$ cat config.mk
export PLATFORM = sky130hd
export DESIGN_NAME = part_eq_cmp
export DESIGN_NICKNAME = d
export VERILOG_FILES = /design/src/rtl/part_eq_pkg.sv /design/src/rtl/part_eq_ctrl.sv /design/src/rtl/part_eq_dp.sv /design/src/rtl/part_eq_cmp.sv
export SDC_FILE = /design/constraint.sdc
export NUM_CORES = 1
export LEC_CHECK = 0
export BUFFER_PORTS_ARGS = -buffer_cell sky130_fd_sc_hd__buf_2
export CELL_PAD_IN_SITES_DETAIL_PLACEMENT = 0
export CELL_PAD_IN_SITES_GLOBAL_PLACEMENT = 2
export CORE_ASPECT_RATIO = 1.75
export CORE_MARGIN = 4
export CORE_UTILIZATION = 13
export DETAILED_ROUTE_END_ITERATION = 8
export PLACE_DENSITY_LB_ADDON = 0.1
export SYNTH_ARGS = -nofsm -noshare
export SYNTH_HDL_FRONTEND = slang
export SYNTH_HIERARCHICAL = 1
export SYNTH_SLANG_ARGS = --single-unit
$ cat constraint.sdc
create_clock -name vclk -period 1.3
set_clock_uncertainty 0.05 [all_clocks]
set_input_delay 0 -clock vclk [all_inputs]
set_output_delay 0 -clock vclk [all_outputs]
set_load 0.02 [all_outputs]
$ cat src/rtl/part_eq_pkg.sv
package part_eq_pkg;
  parameter int unsigned PE_LANES  = 8;
  parameter int unsigned PE_LANE_W = 8;
  localparam int unsigned PE_WIDTH = PE_LANES * PE_LANE_W;
  localparam int unsigned PE_GATES = PE_LANES - 1;

  // Strobes from gate decode to the datapath
  typedef struct packed {
    logic [PE_LANES-1:0] laneFirst; // lane opens a partition
    logic [PE_LANES-1:0] laneLast;  // lane closes a partition
  } laneStrobes_t;
endpackage

$ cat src/rtl/part_eq_ctrl.sv
module part_eq_ctrl
  import part_eq_pkg::*;
(
  input  logic [PE_GATES-1:0] gates,
  output laneStrobes_t        strobes
);
  genvar k;
  generate
    for (k = 0; k < PE_LANES; k++) begin : g_lane
      if (k == 0) begin : g_lo
        assign strobes.laneFirst[k] = 1'b1;
      end else begin : g_mid_lo
        assign strobes.laneFirst[k] = gates[k-1];
      end
      if (k == PE_LANES-1) begin : g_hi
        assign strobes.laneLast[k] = 1'b1;
      end else begin : g_mid_hi
        assign strobes.laneLast[k] = gates[k];
      end
    end
  endgenerate
endmodule

$ cat src/rtl/part_eq_dp.sv
module part_eq_dp
  import part_eq_pkg::*;
(
  input  logic [PE_WIDTH-1:0] opA,
  input  logic [PE_WIDTH-1:0] opB,
  input  laneStrobes_t        strobes,
  output logic [PE_LANES-1:0] laneEq
);
  logic [PE_LANES-1:0] byteEq;
  logic [PE_LANES-1:0] tailEq;

  genvar k;
  generate
    for (k = 0; k < PE_LANES; k++) begin : g_byte
      assign byteEq[k] = (opA[k*PE_LANE_W +: PE_LANE_W] == opB[k*PE_LANE_W +: PE_LANE_W]);
    end
  endgenerate

  // Merge downward: tailEq[k] = equality from lane k up to its partition end
  always_comb begin
    tailEq = '0;
    for (int i = PE_LANES-1; i >= 0; i--) begin
      if (strobes.laneLast[i] || i == PE_LANES-1)
        tailEq[i] = byteEq[i];
      else
        tailEq[i] = byteEq[i] & tailEq[i+1];
    end
  end

  // Spread upward: the first lane carries the whole partition result
  always_comb begin
    laneEq = '0;
    for (int i = 0; i < PE_LANES; i++) begin
      if (strobes.laneFirst[i] || i == 0)
        laneEq[i] = tailEq[i];
      else
        laneEq[i] = laneEq[i-1];
    end
  end
endmodule

$ cat src/rtl/part_eq_cmp.sv
module part_eq_cmp
  import part_eq_pkg::*;
(
  input  logic [PE_WIDTH-1:0] opA,
  input  logic [PE_WIDTH-1:0] opB,
  input  logic [PE_GATES-1:0] gates,
  output logic [PE_LANES-1:0] laneEq
);
  laneStrobes_t strobes;

  part_eq_ctrl u_ctrl (
    .gates   (gates),
    .strobes (strobes)
  );

  part_eq_dp u_dp (
    .opA     (opA),
    .opB     (opB),
    .strobes (strobes),
    .laneEq  (laneEq)
  );
endmodule

== After elaboration in Yosys (flattened, before gate mapping) ==
Index checks and enable logic that the tools add are counted.
Cells by class
  equality and inequality tests: 8
  multiplexer cells: 14
  bitwise operators: 7
Operators by type and width (number)
  $eq A8 B8 Y1: 8
  $mux W1: 14
  $and A1 B1 Y1: 7
Word-level totals
  register bits after elaboration: 0
  input port bits: 135
  output and inout port bits: 8
  word-level logic and storage cells: 29

== Longest topological paths before layout ==
  depth after elaboration: 22
  gate-level depth with buffers: 8
  gate-level depth less buffers: 8

== Modules after synthesis ==
Netlist, hierarchy kept.
Modules (own cells, without submodules)
  part_eq_dp: times used 1, cells each 133, area an instance 978.4 µm², sequential area each 0.0 µm²
  part_eq_ctrl: times used 1, cells each 17, area an instance 123.9 µm², sequential area each 0.0 µm²

== Worst setup path after synthesis ==
No wires, ideal clock.
  path kind: input to output
  start: input port opB[37]
  end: output port laneEq[6]
  arrival: 1.503 ns
  required time: 1.250 ns
  path slack: -0.253 ns
  cell stages on the path: 8
  buffers on the path: 0
  cell sequence: xnor2_1 > nand4_1 > nor2_2 > a21o_1 > a2bb2oi_1 > a221oi_2 > a31oi_1 > mux2i_1
Between the ends
  longest elaborated chain between the ends: 17
Ends and longest elaborated chain
  start, declared: line part_eq_cmp.sv:5  | input logic [PE_WIDTH-1:0] opB,
  $eq A8 B8 Y1 *: line part_eq_dp.sv:15  | assign byteEq[k] = (opA[k*PE_LANE_W +: PE_LANE_W] == opB[k*PE_LANE_W +: PE_LANE_W]);
  $and A1 B1 Y1: line part_eq_dp.sv:26  | tailEq[i] = byteEq[i] & tailEq[i+1];
  $mux W1 *: line part_eq_dp.sv:23  | if (strobes.laneLast[i] || i == PE_LANES-1)
  $and A1 B1 Y1: line part_eq_dp.sv:26
  $mux W1: line part_eq_dp.sv:23
  $and A1 B1 Y1: line part_eq_dp.sv:26
  $mux W1: line part_eq_dp.sv:23
  $and A1 B1 Y1: line part_eq_dp.sv:26
  $mux W1: line part_eq_dp.sv:23
  $and A1 B1 Y1: line part_eq_dp.sv:26
  $mux W1: line part_eq_dp.sv:23
  $mux W1 (3 in series): line part_eq_dp.sv:34  | if (strobes.laneFirst[i] || i == 0)
  $mux W1 * (3 in series): line part_eq_dp.sv:34
  end, declared: line part_eq_cmp.sv:7  | output logic [PE_LANES-1:0] laneEq
Every way passes the cells marked *; elsewhere a longest branch is shown, timed or not.

== Final worst setup path ==
  start: input port opB[35]
  end: output port laneEq[2]
Between the ends
  longest elaborated chain between the ends: 13
Ends and longest elaborated chain (line)
  $eq A8 B8 Y1 *: part_eq_dp.sv:15
  $and A1 B1 Y1: part_eq_dp.sv:26
  $mux W1 *: part_eq_dp.sv:23
  $and A1 B1 Y1 *: part_eq_dp.sv:26
  $mux W1 *: part_eq_dp.sv:23
  $and A1 B1 Y1 *: part_eq_dp.sv:26
  $mux W1 *: part_eq_dp.sv:23
  $and A1 B1 Y1: part_eq_dp.sv:26
  $mux W1: part_eq_dp.sv:23
  $and A1 B1 Y1: part_eq_dp.sv:26
  $mux W1: part_eq_dp.sv:23
  $mux W1: part_eq_dp.sv:34
  $mux W1 *: part_eq_dp.sv:34
Marks and branches as above.

==> impl_results.md <==
* Die area at around 0.0099 mm²
* CP max stage delay at approximately 0.28 ns
* Final setup fails at 8
* Max Fclk at between 500 and 600 MHz
* Worst-Margin Slew at 0.307 ns
* WL final at 4.63 mm
* Max Cap Viol at 0
* Finished Cell Area at 0.00228 mm²
* Global route overflow at 0
* Worst Setup Start Kind: primary input
* Violated checks: setup timing
* Count of nets after finishing at ~430
* Vias in the first global route at around 1.6k
* Slowest-stage cell, CP: nor4b_4
* Post-route ant nets at 0
* Final Cycle Share at 135%
* GPL Wtd Cong at around 0.69
* VDD IR max at about 0.079 mV
* Port bufs at 143
* Core Box Area at 0.00802 mm²
* Fin. max-slew vios at 0
* Slew margin rel. at 79.3%
* Most common cell after layout, fill and taps aside: buf_2
* Final hold viol count at 0
* Arrival time worst endpoint at between 1.5 and 2 ns
* Status: complete, but fails checks
* Worst-path cell chain: buf_2 > xnor2_2 > nand4_1 > nor2_4 > a21o_1 > buf_4 > nor4b_4 > buf_4 > nor2_2 > mux2_4 > buf_6
* Mapped Cells at approximately 150
* Die extent in x at 77.0 µm
* Tmin final at between 1.5 and 2 ns
* FF/Latch Area at 0 µm²
* Fraction of layout cells with a size suffix above 1 at between 60% and 70%
* Die span in y at approximately 130 µm
* Overall Global Routing Usage at 8.51%
* CP dominant cell by count: buf_4
* CP Class: primary input to output pin
* Avg Vias per Cell at 3.90
* Standard-cell rows at 43
* Antenna cell count at 0
* Via count at about 1.5k
* Worst Hold Path EP: laneEq[4]
* Syn Nets at about 280
* Most frequent cells in the layout: buf_2, xnor2_1, buf_4
* Clock buffers at 0
* Initial antenna violation count at 0
* Crit Path Max Fanout at 5
* Hold crit path type: primary input to output pin
* Largest net degree at the start of global routing at 6
* WHS Path Cells at 4
* WL per Instance at about 12 µm
* First-pass GRT wire length at 6.99 mm
* Worst path bufs/invs at 4
* PwrDens at ~290 mW/mm²
* Initial core utilization at between 10 and 15%
* Syn Area/Cell at between 7 and 8 µm²
* Fin Setup TNS at -3.22 ns
* Top delay family on crit path: buffers and inverters
* Post-placement cell area at between 0.002 and 0.0025 mm²
* Detailed placement HPWL at 4.39 mm
* Setup slack after layout at -0.459 ns
* Mapped cell area at between 0.001 and 0.0015 mm²
* Worst Setup End Kind: output pin
* Synth warn at 6
* RSZ-0062 raised after global routing: true
* Leakage dissipation at ~1.1 nW
* CP startpoint: opB[35]
* First-pass DRT Iterations at 4
* Final sequential cell count at 0
* Crit path required time at roughly 1.3 ns
* Hold_sp: gates[3]
* Area delta synth->final at 111%
* DR iter-0 viols at 18
* IO Pins at about 140
* Drt drc at 0
-- routing by layer --
metal | vias up | global-route usage (%) | share of wire (%)
met4 | 0 | 0 | 0
met3 | 0 | 1.05 | 7.2
met1 | 643 | 7.95 | 30
met2 | 71 | 19.7 | 63
li1 | 797 | - | -
met5 | - | 0 | 0
-- area by class of cell --
cell class                 instances  area (µm²)
tap                               90         113
fill                             891        5730
timing repair buffer             164         995
multi-input combinational        129        1160
inverter                           4        15.0
-- power breakdown --
group	total [mW]	switching [mW]	internal, mW
Combinational	0.659	0.253	0.406
Clock	0	0	0
Sequential	0	0	0
-- how the worst max path moves through the flow --
stage	cells after the start	slack (ns)	to
2_1_floorplan	8	-0.17	laneEq[7]
5_1_grt	10	-0.61	laneEq[7]
3_5_place_dp	10	-0.60	laneEq[6]
4_1_cts	10	-0.51	laneEq[4]
3_3_place_gp	11	-0.58	laneEq[0]
6_report	11	-0.46	laneEq[2]
-- worst min-delay path, cell delays in order --
cell and delay, ns:
buf_2 0.09, buf_4 0.13, mux2i_4 0.06, buf_6 0.13
-- timing repair --
| action | in CTS | in global routing |
|---|---|---|
| hold endpoints to repair | 0 | 0 |
| pin swaps | 17 | 19 |
| setup buffers | 1 | 1 |
| setup endpoints to repair | 8 | 8 |
| hold buffers | 0 | 0 |
| resized for setup | 21 | 27 |
| gates cloned | 0 | 0 |
-- stage by stage --
step           setup WS (ns)  utilization [%]  power, mW  instances  hold slack, ns
5_1_grt               -0.611             28.5      0.727        387           0.384
6_report              -0.459             28.5      0.659        387           0.360
4_1_cts               -0.515             26.8      0.626        386           0.368
2_1_floorplan         -0.171                -      0.301        147           0.145
3_5_place_dp          -0.601             25.3      0.583        385           0.389
3_3_place_gp          -0.581             25.3      0.584        385           0.389
Power figures use the tool's default switching activity.
